<file path="src/rtl/clkout_en_pkg.sv">
// Shared types for the clock output enable controller.
// Assumes nothing beyond a 2-bit idle mode per bank.
package clkout_en_pkg;
    typedef enum logic [1:0] {
        IDLE_FLOAT  = 2'b00,
        IDLE_LOW    = 2'b01,
        IDLE_HIGH   = 2'b10,
        IDLE_ALWAYS = 2'b11
    } idle_mode_e;
endpackage

</file>
<file path="src/rtl/clkout_en_sync.sv">
// Multi-flop synchronizer for one asynchronous level.
// Assumes the input is a slow level; the output is RST_VAL while in reset.
module clkout_en_sync #(
    parameter int   STAGES  = 2,
    parameter logic RST_VAL = 1'b0
) (
    input  logic clk,
    input  logic rst_n,
    input  logic d,
    output logic q
);
    logic [STAGES-1:0] chain_q;

    // Shift the level through the flop chain.
    always_ff @(posedge clk) begin
        if (!rst_n) chain_q <= {STAGES{RST_VAL}};
        else        chain_q <= {chain_q[STAGES-2:0], d};
    end

    assign q = chain_q[STAGES-1];


    sync_delay_chk: assert property (@(posedge clk) disable iff (!rst_n)
        ($past(rst_n) && $past(rst_n, 2)) |-> (q == $past(d, 2)));
endmodule

</file>
<file path="src/rtl/clkout_en_regs.sv">
// Register file: disable bits, per-bank idle mode and per-pad inversion.
// Assumes NUM_BANKS + 1 <= DATA_W and NUM_BANKS < 2**ADDR_W.
module clkout_en_regs
    import clkout_en_pkg::*;
#(
    parameter int NUM_BANKS     = 4,
    parameter int OUTS_PER_BANK = 2,
    parameter int ADDR_W        = 3,
    parameter int DATA_W        = 8
) (
    input  logic                                clk,
    input  logic                                rst_n,
    input  logic                                wr_en,
    input  logic [ADDR_W-1:0]                   wr_addr,
    input  logic [DATA_W-1:0]                   wr_data,
    input  logic [ADDR_W-1:0]                   rd_addr,
    output logic [DATA_W-1:0]                   rd_data,
    output logic [NUM_BANKS-1:0]                bank_dis,
    output logic                                glob_dis,
    output idle_mode_e [NUM_BANKS-1:0]          mode,
    output logic [NUM_BANKS*OUTS_PER_BANK-1:0]  inv
);
    localparam int MODE_LSB = DATA_W - 2;
    localparam int NOUT     = NUM_BANKS * OUTS_PER_BANK;

    logic [NUM_BANKS:0]           ctl_q;
    idle_mode_e [NUM_BANKS-1:0]   mode_q;
    logic [NOUT-1:0]              inv_q;

    // Store writes to the control word and the bank configuration words.
    always_ff @(posedge clk) begin
        if (!rst_n) begin
            ctl_q  <= '0;
            mode_q <= {NUM_BANKS{IDLE_FLOAT}};
            inv_q  <= '0;
        end else if (wr_en) begin
            if (wr_addr == '0) ctl_q <= wr_data[NUM_BANKS:0];
            for (int b = 0; b < NUM_BANKS; b++) begin
                if (wr_addr == ADDR_W'(b + 1)) begin
                    mode_q[b] <= idle_mode_e'(wr_data[MODE_LSB +: 2]);
                    inv_q[b*OUTS_PER_BANK +: OUTS_PER_BANK] <= wr_data[OUTS_PER_BANK-1:0];
                end
            end
        end
    end

    // Return the addressed word; unmapped bits and addresses read zero.
    always_comb begin
        rd_data = '0;
        if (rd_addr == '0) rd_data[NUM_BANKS:0] = ctl_q;
        for (int b = 0; b < NUM_BANKS; b++) begin
            if (rd_addr == ADDR_W'(b + 1)) begin
                rd_data[MODE_LSB +: 2]       = mode_q[b];
                rd_data[OUTS_PER_BANK-1:0]   = inv_q[b*OUTS_PER_BANK +: OUTS_PER_BANK];
            end
        end
    end

    assign bank_dis = ctl_q[NUM_BANKS-1:0];
    assign glob_dis = ctl_q[NUM_BANKS];
    assign mode     = mode_q;
    assign inv      = inv_q;


    ctl_write_chk: assert property (@(posedge clk) disable iff (!rst_n)
        (wr_en && wr_addr == '0) |=> (glob_dis == $past(wr_data[NUM_BANKS])));
endmodule

</file>
<file path="src/rtl/clkout_en_lane.sv">
// One pad: gates its source clock and drives the idle level.
// Assumes src is a level sampled by clk; the gate changes only while the
// inverted-as-configured source is low.
module clkout_en_lane
    import clkout_en_pkg::*;
(
    input  logic       clk,
    input  logic       rst_n,
    input  logic       src,
    input  logic       inv,
    input  logic       want_on,
    input  idle_mode_e mode,
    output logic       pad_data,
    output logic       pad_oe
);
    logic src_eff;
    logic gate_q;

    assign src_eff = src ^ inv;

    // Follow the requested state only while the pad's clock is low.
    always_ff @(posedge clk) begin
        if (!rst_n)        gate_q <= 1'b1;
        else if (!src_eff) gate_q <= want_on;
    end

    // Pick the pad level: running clock or the idle level of the mode.
    always_comb begin
        if (gate_q) begin
            pad_data = src_eff;
            pad_oe   = 1'b1;
        end else begin
            unique case (mode)
                IDLE_FLOAT:  begin pad_data = 1'b0; pad_oe = 1'b0; end
                IDLE_LOW:    begin pad_data = 1'b0; pad_oe = 1'b1; end
                IDLE_HIGH:   begin pad_data = 1'b1; pad_oe = 1'b1; end
                default:     begin pad_data = 1'b0; pad_oe = 1'b1; end
            endcase
        end
    end


    gate_low_only_chk: assert property (@(posedge clk) disable iff (!rst_n)
        !$stable(gate_q) |-> $past(!src_eff));


    float_only_chk: assert property (@(posedge clk) disable iff (!rst_n)
        !pad_oe |-> (mode == IDLE_FLOAT && !pad_data));
endmodule

</file>
<file path="src/rtl/clkout_enable_ctrl.sv">
// Top: combines pin, global and bank disables with per-bank idle modes
// and drives eight pads in banks of two.
// Assumes source clocks are much slower than clk and arrive as levels.
module clkout_enable_ctrl
    import clkout_en_pkg::*;
#(
    parameter int NUM_BANKS     = 4,
    parameter int OUTS_PER_BANK = 2,
    parameter int ADDR_W        = 3,
    parameter int DATA_W        = 8,
    parameter int SYNC_STAGES   = 2
) (
    input  logic                                clk,
    input  logic                                rst_n,
    input  logic                                oe_pin_n,
    input  logic [NUM_BANKS-1:0]                src_clk,
    input  logic                                wr_en,
    input  logic [ADDR_W-1:0]                   wr_addr,
    input  logic [DATA_W-1:0]                   wr_data,
    input  logic [ADDR_W-1:0]                   rd_addr,
    output logic [DATA_W-1:0]                   rd_data,
    output logic [NUM_BANKS*OUTS_PER_BANK-1:0]  pad_data,
    output logic [NUM_BANKS*OUTS_PER_BANK-1:0]  pad_oe
);
    localparam int NOUT = NUM_BANKS * OUTS_PER_BANK;

    logic                        pin_off;
    logic [NUM_BANKS-1:0]        bank_dis;
    logic                        glob_dis;
    idle_mode_e [NUM_BANKS-1:0]  mode;
    logic [NOUT-1:0]             inv;
    logic [NUM_BANKS-1:0]        want_on;

    clkout_en_sync #(.STAGES(SYNC_STAGES), .RST_VAL(1'b0)) pin_sync_i (
        .clk   (clk),
        .rst_n (rst_n),
        .d     (oe_pin_n),
        .q     (pin_off)
    );

    clkout_en_regs #(
        .NUM_BANKS     (NUM_BANKS),
        .OUTS_PER_BANK (OUTS_PER_BANK),
        .ADDR_W        (ADDR_W),
        .DATA_W        (DATA_W)
    ) regs_i (
        .clk      (clk),
        .rst_n    (rst_n),
        .wr_en    (wr_en),
        .wr_addr  (wr_addr),
        .wr_data  (wr_data),
        .rd_addr  (rd_addr),
        .rd_data  (rd_data),
        .bank_dis (bank_dis),
        .glob_dis (glob_dis),
        .mode     (mode),
        .inv      (inv)
    );

    // Resolve enable priority per bank: always-on beats every disable.
    always_comb begin
        for (int b = 0; b < NUM_BANKS; b++) begin
            want_on[b] = (mode[b] == IDLE_ALWAYS) || !(pin_off || glob_dis || bank_dis[b]);
        end
    end

    for (genvar i = 0; i < NOUT; i++) begin : g_lane
        localparam int BANK = i / OUTS_PER_BANK;

        clkout_en_lane lane_i (
            .clk      (clk),
            .rst_n    (rst_n),
            .src      (src_clk[BANK]),
            .inv      (inv[i]),
            .want_on  (want_on[BANK]),
            .mode     (mode[BANK]),
            .pad_data (pad_data[i]),
            .pad_oe   (pad_oe[i])
        );


        always_on_chk: assert property (@(posedge clk) disable iff (!rst_n)
            (mode[BANK] == IDLE_ALWAYS && $past(mode[BANK] == IDLE_ALWAYS)) |-> pad_oe[i]);
    end
endmodule

</file>
<file path="config.mk">
export PLATFORM = sky130hd
export DESIGN_NAME = clkout_enable_ctrl
export DESIGN_NICKNAME = d
export VERILOG_FILES = /design/src/rtl/clkout_en_pkg.sv /design/src/rtl/clkout_en_sync.sv /design/src/rtl/clkout_en_regs.sv /design/src/rtl/clkout_en_lane.sv /design/src/rtl/clkout_enable_ctrl.sv
export SDC_FILE = /design/constraint.sdc
export NUM_CORES = 1
export LEC_CHECK = 0
export ABC_CLOCK_PERIOD_IN_PS = 2330
export CAP_MARGIN = 0
export CORE_MARGIN = 4
export CORE_UTILIZATION = 60
export CTS_BUF_LIST = sky130_fd_sc_hd__clkbuf_4
export DETAILED_ROUTE_END_ITERATION = 8
export DONT_BUFFER_PORTS = 1
export PLACE_DENSITY = 0.76
export SETUP_SLACK_MARGIN = 0.02
export SYNTH_ARGS = -nofsm -noshare
export SYNTH_HDL_FRONTEND = slang
export SYNTH_HIERARCHICAL = 1
export SYNTH_SLANG_ARGS = --single-unit
</file>
<file path="constraint.sdc">
create_clock -name clk -period 2.33 [get_ports clk]
set_input_delay 0.1165 -clock clk [delete_from_list [all_inputs] [get_ports clk]]
set_output_delay 0.1165 -clock clk [all_outputs]
set_load 0.01 [all_outputs]
</file>
==> results.ini, run 1 <==
[synthesis]
synth_edf_count = 0
ys_seq_elements = 31
netlist.area_leader.share_pct = 36.82
ys_top_cells_by_count = 32 x nor2b_1, 31 x dfxtp_1, 25 x mux2i_1
yosysTopAreaCell = dfxtp_1
synth.distinct_cells = 31
synthArstFlopShare_pct = 0
synth_area_sq_um = 1685
syn_nets = 206
postSynthCellCount = 184
synth_ff_type = dfxtp_1
synth.most_common_cell = nor2b_1
avgSynthCellArea_sq_um = 9.160
yosysSeqAreaShare_pct = 36.82
yosys_warnings = 6
ys_top_cells_by_area = dfxtp_1 37%, mux2i_1 15%, nor2b_1 12%, a22o_1 4.2%, xor2_1 4.2%

[cells_and_area]
insertedDiodeCount = 0
area_growth_pct = 10.10
fin_util_pct = 72.27
fin_nets = 217
drive_gt1_share_pct = 7.653
nFillCells = 214

[route]
wire_per_inst_um = 16.53
drtAntennaViolNets = 0
drt_iter0_drc = 64
drc = 0
vias = 1330
firstDrtPassIters = 4
routed_wl_um = 3735
viasPerCell = 5.885

[power]
ir_drop_mv = 0.4959
p_total_uw = 990.5
power_leakage_nw = 0.6926
power_density_nw_per_um2 = 533.8

[die]
ios = 46
fp.dieArea_sq_um = 3721
rows = 18
initial_core_util_pct = 65.64
core_sq_um = 2567
die_h_um = 61
chipWidth_um = 61

[timing]
clock.fmax_mhz = 582.2
setup_viol = 0
slew_headroom_pct = 45.46
setup_tns_ns = 0
skew_ns = 0.007540
final.period_utilization_pct = 73.71
rsz0062_at_grt = false
post-route-min-period_ns = 1.717
whs_ns = 0.01057
worstMarginPinSlew_ns = 0.8154
hold_viol_final = 0
final_max_slew_viol_count = 0

[worst_setup_path]
path_class = primary input to register
cp_max_fo = 26
cp_common_cell = dlygate4sd3_1
crit_required_ns = 2.60
slowest_delay_ns = 1.07
cp-start-kind = primary input
crit_arrival_ns = 1.99
cpMaxStageDelayCell = dlygate4sd3_1
crit_chain = dlygate4sd3_1 > nor2b_1 > dlygate4sd3_1
cp_top_family = buffers and inverters
path_buf_inv = 2
endpoint_kind = register

[global_route]
grt_overflow = 0
grt_pass1_wl_um = 6051
grt_pass1_vias = 1296
antenna_found_initial = 0
grt_max_degree = 27
grt.total_usage_pct = 22.29

[clock_network]
clock_latency_ns = 0.32
numCtsBuffers = 5
cts_max_level = 2
cts_setup_buffers = 0
cts_root_buf = clkbuf_4
cts.path.max_buffers = 2
clk_pin_slew_ns = 0.09
cts_sinks = 31
cts_tree = yes

[place]
dpl.hpwl_um = 2662
portBuffers = 0
place.gp.congestion = 0.7852

[outcome]
status = finished, final reports clean

[job]
maxCapViolCount = 0

[worst_hold_path]
hold_class = primary input to register

layer usage:
metal / track usage (%) / wire length (um) / part of all wire, % / vias to the layer above
met1: 26.49 / 1569 / 42 / 615
li1: - / - / - / 668
met4: 9.907 / 38 / 1.0 / 0
met5: 0 / 0 / 0 / -
met2: 36.79 / 1809 / 48 / 42
met3: 7.021 / 318 / 8.5 / 5
state kept, by name (all words and copies together), names as in the netlist:
name and cells:
g_lane.lane_i/gate_q 8, regs_i/inv 8, regs_i/mode 8, regs_i/ctl_q 5, pin_sync_i/chain_q 2
report_power, final:
group          total [mW]  internal, mW  switching, mW
clock network       0.297         0.123          0.174
logic               0.133        0.0692         0.0640
registers           0.561         0.545         0.0155
total               0.991         0.737          0.253
layout by cell type (no fill, tap or decap), types with 6 or more instances in the layout:
cell           instances
nand3_1                8
a22o_1                 8
xor2_1                 8
mux2i_1               25
dlygate4sd3_1         11
or3_1                  8
nor2b_1               32
clkbuf_4               6
o21ai_0                9
dfxtp_1               31
nand2_1                8
nor2_1                 8
through the flow:
step / instances / setup WS [ns] / instance area [sq um]
3_3_place_gp: 207 / 1.289 / 1693
5_1_grt: 226 / 0.5212 / 1856
2_1_floorplan: 184 / 1.348 / 1685
3_5_place_dp: 207 / 1.259 / 1693
4_1_cts: 226 / 0.6857 / 1856
6_report: 226 / 0.6125 / 1856
final timing paths:
check / from / slack (ns) / depth (start not counted) / to
max: rst_n / 0.61 / 3 / regs_i/ctl_q[1]$_SDFFE_PN0P_
min: rst_n / 0.01 / 2 / g_lane[2].lane_i/gate_q$_SDFFE_PN1N_
max reg2reg: regs_i/ctl_q[1]$_SDFFE_PN0P_ / 1.11 / 3 / regs_i/ctl_q[1]$_SDFFE_PN0P_
min reg2reg: pin_sync_i/chain_q[0]$_SDFF_PN0_ / 0.47 / 1 / pin_sync_i/chain_q[1]$_SDFF_PN0_
timing repair:
action | 4_1_cts | 5_1_grt
hold endpoints to repair | 23 | 0
hold buffers | 11 | 0
resized for setup | 0 | 0
worst reg2reg max path, cell delays in order, from the launching register on:
cell and delay, ns:
dfxtp_1 0.37, mux2i_1 0.09, nor2b_1 0.14, dlygate4sd3_1 0.57
cell families after synthesis:
family / Yosys count / synth area share (%)
flops: 31 / 36.82
simple gates: 79 / 28.43
buf+inv: 10 / 2.672
mux: 25 / 14.85
compound gates: 30 / 12.84
xor+xnor: 8 / 4.158
other cells: 1 / 0.2225
final cells by class:
type                    count  area, sq um  share of cell area (%)
multi-input cells         143         1020                   54.96
clock inverters             2        7.507                  0.4046
inverters                   2        7.507                  0.4046
flip-flops and latches     31        620.6                   33.45
repair buffers             12        117.6                   6.339
clock buffers               6        45.04                   2.428
well taps                  30        37.54                   2.023
(Power assumes the default switching activity.)
==> run 2: changes to the inputs <==
Settings changed: ABC_AREA set to 1, ABC_CLOCK_PERIOD_IN_PS 2330 to 1660.
Clock period 2.33 ns to 1.66 ns, I/O delays scaled along.
==> run 2 against run 1 <==
Synthesized cell count increased by 70%. Non-clock buffer count increased by 5. Wire length increased by 21%. Combinational power increased by 120%. Core utilization decreased by 1.8 points. Hold slack improved by 0.010 ns. Sequential power increased by 45%. Synthesized area increased by 15%. Critical endpoint is now regs_i/mode[2]$_SDFFE_PN0P_.
==> results.ini, run 2 <==
[clock_network]
cts_max_level = 2  ; unchanged
numCtsBuffers = 5  ; unchanged
clock_latency_ns = 0.33  ; about the same
cts_root_buf = clkbuf_4
cts.path.max_buffers = 2  ; unchanged
clk_pin_slew_ns = 0.09  ; about the same
cts_tree = yes
cts_sinks = 31  ; unchanged

[synthesis]
ys_top_cells_by_area = dfxtp_1 32%, nand2_1 18%, nor2_1 11%, nand3_2 8.3%, inv_1 7.8%
synth.most_common_cell = nand2_1
ys_top_cells_by_count = 93 x nand2_1, 57 x nor2_1, 40 x inv_1
syn_nets = 335  ; +63%
postSynthCellCount = 313  ; +70%
synthArstFlopShare_pct = 0  ; unchanged
synth_area_sq_um = 1933  ; +15%
synth_ff_type = dfxtp_1
synth.distinct_cells = 21  ; -32%
yosysTopAreaCell = dfxtp_1
yosysSeqAreaShare_pct = 32.10  ; -4.7 points
synth_edf_count = 0  ; unchanged
netlist.area_leader.share_pct = 32.10  ; -4.7 points
avgSynthCellArea_sq_um = 6.176  ; -33%
yosys_warnings = 6  ; unchanged
ys_seq_elements = 31  ; unchanged

[power]
power_leakage_nw = 1.029  ; +49%
power.internal_mw = 1.037  ; +41%
power_density_nw_per_um2 = 696.2  ; +30%
seqPwrFrac_pct = 54.0  ; -2.6 points
p_sw_share_pct = 31.33  ; +5.8 points
p_total_mw = 1.510  ; +52%
pwr-share-comb_pct = 19.6  ; +6.2 points
ir_drop_mv = 0.5564  ; +12%
p_switching_uw = 473.0  ; +87%
clkPwrFrac_pct = 26.3  ; -3.7 points

[route]
wire_per_inst_um = 12.08  ; -27%
routed_wl_um = 4530  ; +21%
drc = 0  ; unchanged
viasPerCell = 5.200  ; -12%
drt_iter0_drc = 120  ; +88%
firstDrtPassIters = 4  ; unchanged
vias = 1950  ; +47%
drtAntennaViolNets = 0  ; unchanged

[timing]
skew_ns = 0.002340  ; -0.005200 ns
finalWorstSetupSlack_ns = 0.1169  ; -0.4956 ns
final.period_utilization_pct = 92.96
rsz0062_at_grt = false
setup_tns_ns = 0  ; unchanged
post-route-min-period_ns = 1.543
slew_headroom_pct = 23.94  ; -22 points
hold_viol_final = 0  ; unchanged
final_max_slew_viol_count = 0  ; unchanged
clock.fmax_mhz = 648.0
worstMarginPinSlew_ns = 1.141  ; +0.3254 ns
setup_viol = 0  ; unchanged

[worst_setup_path]
crit_arrival_ns = 1.78  ; -0.21 ns
endpoint_kind = register
path_class = primary input to register
setup.worst_path.start = wr_addr[2]
crit_required_ns = 1.89  ; -0.71 ns
cp_max_fo = 14  ; -46%
timing.rr.start = regs_i/ctl_q[4]$_SDFFE_PN0P_
cp-start-kind = primary input

[place]
portBuffers = 0  ; unchanged
place_inst = 351  ; +70%
place.gp.congestion = 0.8140  ; +3.7%
dpl.hpwl_um = 3148  ; +18%
place_ws_ns = 0.7305  ; -0.5285 ns

[job]
maxCapViolCount = 0  ; unchanged

[global_route]
antenna_found_initial = 0  ; unchanged
grt_max_degree = 29  ; +7.4%
grt.total_usage_pct = 24.71  ; +2.4 points
grt_overflow = 0  ; unchanged
grt_pass1_wl_um = 8059  ; +33%
grt_pass1_vias = 1833  ; +41%

[die]
die_h_um = 64.76  ; +6.2%
initial_core_util_pct = 62.80  ; -2.8 points
chipWidth_um = 64.76  ; +6.2%
rows = 20  ; +2
ios = 46  ; unchanged
fp.dieArea_sq_um = 4194  ; +13%
core_sq_um = 3078  ; +20%

[cells_and_area]
ff_latch_area_sq_um = 620.6  ; unchanged
fin_cells = 375  ; +66%
drive_gt1_share_pct = 13.60  ; +5.9 points
nFillCells = 286  ; +34%
fin_nets = 353  ; +63%
multi_input_area_sq_um = 1090  ; +6.9%
insertedDiodeCount = 0  ; unchanged
layout_commonest_cell = nand2_1
area_growth_pct = 12.17
final_cell_mix = 93 x nand2_1, 57 x nor2_1, 40 x inv_1, 31 x dfxtp_1, 18 x nand4_1

[worst_hold_path]
hold_class = primary input to register
min_from = wr_data[1]

[outcome]
status = finished, final reports clean

==> run 2: changes by cell type in the layout (fill, tap and decap cells not counted), moves of 16 or more <==
cell and change:
nor2_1 +49, nor2b_1 -32, nand4_1 +18, inv_1 +38
nand2_1 +85, nand3_2 +16, mux2i_1 -25
==> run 2: metal layers <==
metal  track usage (%)  wire, um  share of wire [%]  vias up
met5                 0         0                  0        -
met4             10.03        56                1.2        0
met3             7.799       400                8.8        6
met2             37.80      1919                 42       70
met1             32.05      2153                 48      861
li1                  -         -                  -     1013
==> run 2: cells by family (layout without fill, tap and decap cells) <==
logic type / after synthesis / in the layout / synth area share, %
compound gates: 15 / 15 / 3.883
buf+inv: 55 / 73 / 11.52
flops: 31 / 31 / 32.10
simple gates: 211 / 211 / 52.30
other cells: 1 / 1 / 0.1940
==> run 2: worst paths after layout <==
check                                    endpoint  slack, ns  cells past startpoint
max                   regs_i/mode[2]$_SDFFE_PN0P_       0.12                      6
min                    regs_i/inv[1]$_SDFFE_PN0P_       0.02                      4
max reg2reg  g_lane[5].lane_i/gate_q$_SDFFE_PN1N_       0.68                      5
min reg2reg      pin_sync_i/chain_q[1]$_SDFF_PN0_       0.42                      2
==> run 2: timing repair <==
action / 4_1_cts / 5_1_grt
buffers inserted: 0 / 0
hold buffers: 17 / 0
endpoints found under the hold margin: 31 / 0
resized for setup: 0 / 1
endpoints found under the setup margin: 0 / 7
==> run 2: metrics by stage <==
stage	utilization (%)	hold WS, ns	area (sq um)
final	70.45	0.02062	2168
after global placement	63.33	0.1623	1949
after floorplan	-	0.1575	1933
after detailed placement	63.33	0.1647	1949
after CTS	70.37	0.003649	2166
after global routing	70.45	0.01387	2168
==> run 2: worst max-delay path, cell delays in order <==
cell and delay, ns:
dlygate4sd3_1 0.57, nor2_4 0.31, nand4_1 0.12, dlygate4sd3_1 0.58
nand2_1 0.06, nor2_1 0.05
==> run 2: power groups by stage <==
stage / Combinational, mW / Clock [mW] / Sequential [mW]
floorplan: 0.223 / 0 / 0.822
global placement: 0.230 / 0 / 0.832
detailed placement: 0.234 / 0 / 0.833
CTS: 0.293 / 0.414 / 0.816
global route: 0.337 / 0.463 / 0.824
finish: 0.296 / 0.398 / 0.816
==> run 2: area by class of cell <==
type	instances	area share, %
Timing Repair Buffer	17	7.963
Clock inverter	2	0.4039
Tap cell	44	2.539
Inverter	49	8.482
Multi-Input combinational cell	227	50.26
Clock buffer	5	1.731
Sequential cell	31	28.62
==> run 3: changes to the inputs <==
Settings changed: CORE_UTILIZATION 60 to 66, PLACE_DENSITY 0.76 to 0.82.
==> run 3 against run 2 <==
Total power up 12%. Via count up 1.6%. Critical endpoint is now regs_i/ctl_q[2]$_SDFFE_PN0P_. Flip-flop and latch count unchanged. Maximum frequency up 23%. Core utilization up 7.6 points. Combinational power about the same. Clock power up 43%.
==> results.ini, run 3 (synthesis gave the netlist of run 2 again) <==
[outcome]
status = finished, final reports clean

[timing]
hold_viol_final = 0  ; unchanged
final_max_slew_viol_count = 0  ; unchanged
finalWorstSetupSlack_ns = 0.4080  ; +0.2911 ns
setup_viol = 0  ; unchanged
clock.fmax_mhz = 798.7  ; +23%
slew_headroom_pct = 27.23  ; +3.3 points
skew_ns = 0.008780  ; +0.006440 ns
setup_tns_ns = 0  ; unchanged
post-route-min-period_ns = 1.252  ; -0.2911 ns
worstMarginPinSlew_ns = 1.092  ; -0.04921 ns
rsz0062_at_grt = false
final.period_utilization_pct = 75.42  ; -18 points

[worst_hold_path]
hold_class = primary input to register
min_from = wr_data[1]

[clock_network]
cts_sinks = 31  ; unchanged
cts.path.max_buffers = 2  ; unchanged
cts_max_level = 2  ; unchanged
clk_pin_slew_ns = 0.10  ; about the same
numCtsBuffers = 5  ; unchanged
cts_setup_buffers = 0  ; unchanged
cts_root_buf = clkbuf_4
cts_tree = yes
clock_latency_ns = 0.32  ; about the same

[worst_setup_path]
crit_arrival_ns = 1.51  ; -0.27 ns
timing.rr.start = regs_i/ctl_q[4]$_SDFFE_PN0P_
rr_endpoint = g_lane[4].lane_i/gate_q$_SDFFE_PN1N_
rrSetupSlack_ns = 0.66  ; -0.02 ns
r2r_cells = 5  ; unchanged
cp_common_cell = nor2_1
cp-start-kind = primary input
crit_chain = dlygate4sd3_1 > nor2_4 > nand2_2 > inv_1 > nor2_1 > nor2_1
cpMaxStageDelayCell = dlygate4sd3_1
slowest_delay_ns = 0.60  ; +0.02 ns
endpoint_kind = register
crit_required_ns = 1.92  ; +0.03 ns
cp-endpoint = regs_i/ctl_q[2]$_SDFFE_PN0P_
cp_max_fo = 14  ; unchanged
path_class = primary input to register
setup.worst_path.start = wr_addr[2]

[global_route]
grt_pass1_vias = 1849  ; +0.87%
antenna_found_initial = 0  ; unchanged
grt_pass1_wl_um = 8438  ; +4.7%
grt.total_usage_pct = 26.39  ; +1.7 points
grt_max_degree = 29  ; unchanged
grt_overflow = 0  ; unchanged

[cells_and_area]
fin_cells = 362  ; -3.5%
insertedDiodeCount = 0  ; unchanged
drive_gt1_share_pct = 13.90  ; +0.30 points
area_growth_pct = 12.36
final_cell_mix = 93 x nand2_1, 57 x nor2_1, 40 x inv_1, 31 x dfxtp_1, 18 x nand4_1
fin_nets = 352  ; -0.28%
nFillCells = 228  ; -20%
layout_commonest_cell = nand2_1

[die]
core_sq_um = 2781  ; -9.6%
fp.dieArea_sq_um = 3859  ; -8.0%
initial_core_util_pct = 69.50  ; +6.7 points
ios = 46  ; unchanged
die_h_um = 62.12  ; -4.1%
rows = 19  ; -5.0%
chipWidth_um = 62.12  ; -4.1%

[route]
drtAntennaViolNets = 0  ; unchanged
viasPerCell = 5.472  ; +5.2%
vias = 1981  ; +1.6%
drc = 0  ; unchanged
drt_iter0_drc = 161  ; +34%
routed_wl_um = 4879  ; +7.7%
firstDrtPassIters = 4  ; unchanged
wire_per_inst_um = 13.48  ; +12%

[power]
ir_drop_mv = 0.9668  ; +74%
power_leakage_nw = 1.041  ; +1.2%
power_density_nw_per_um2 = 777.0  ; +12%

[place]
place.gp.congestion = 0.8298  ; +1.9%
place_ws_ns = 0.7341  ; +0.003546 ns
dpl.hpwl_um = 3093  ; -1.7%
portBuffers = 0  ; unchanged
place_inst = 338  ; -3.7%

[job]
maxCapViolCount = 0  ; unchanged

run 3: cell count changes in the layout (fill, tap and decap cells not counted), sizes merged:
| cell | before | now |
|---|---|---|
| dlygate4sd3 | 16 | 15 |
| bufinv | 0 | 1 |
run 3: power breakdown:
part / switching (mW) / total (mW) / internal [mW] / leakage, nW
sequential: 0.0399 / 0.817 / 0.778 / 0.253
clock: 0.261 / 0.571 / 0.310 / 0.0426
combinational: 0.190 / 0.299 / 0.109 / 0.745
total: 0.491 / 1.69 / 1.20 / 1.04
run 3: per-layer routing:
metal	track usage (%)	vias to the layer above	share of wire, %	routed length [um]
met3	7.748	9	8.7	425
li1	-	1010	-	-
met1	34.60	884	44	2166
met4	7.859	0	1.8	87
met5	0	-	0	0
met2	41.58	78	45	2198
run 3: worst max-delay path, delay by kind of cell:
family / cells / cell delay [ns]
AND/OR/NAND/NOR: 4 / 0.66
buffers and inverters: 2 / 0.77
run 3: cell type report:
type                       instances  area [sq um]  area share (%)
clock buffer                       5         37.54           1.728
clock inverter                     3         38.79           1.786
inverter                          49         183.9           8.468
multi-input combinational        227          1090           50.17
sequential                        31         620.6           28.57
tap                               31         38.79           1.786
timing repair buffer              16         162.7           7.488
run 3: through the flow:
stage	instance area, sq um	hold slack [ns]	power, mW	util [%]
after global placement	1933	0.1613	1.061	69.50
after detailed placement	1933	0.1638	1.067	69.50
after floorplan	1933	0.1575	1.045	-
final	2172	0.02080	1.688	78.09
after CTS	2170	0.004250	1.686	78.00
after global routing	2172	0.02238	1.781	78.09
run 3: repair_timing:
item / in CTS / in global routing
endpoints found under the hold margin: 31 / 0
hold buffers: 16 / 0
setup endpoints to repair: 0 / 4
gates resized for setup: 0 / 1
run 3: worst min path at each step:
stage / endpoint / slack [ns] / cells past startpoint
2_1_floorplan: g_lane[0].lane_i/gate_q$_SDFFE_PN1N_ / 0.16 / 1
3_3_place_gp: g_lane[4].lane_i/gate_q$_SDFFE_PN1N_ / 0.16 / 1
3_5_place_dp: g_lane[4].lane_i/gate_q$_SDFFE_PN1N_ / 0.16 / 1
4_1_cts: regs_i/mode[0]$_SDFFE_PN0P_ / 0.004 / 4
5_1_grt: regs_i/inv[1]$_SDFFE_PN0P_ / 0.02 / 4
6_report: regs_i/inv[1]$_SDFFE_PN0P_ / 0.02 / 4
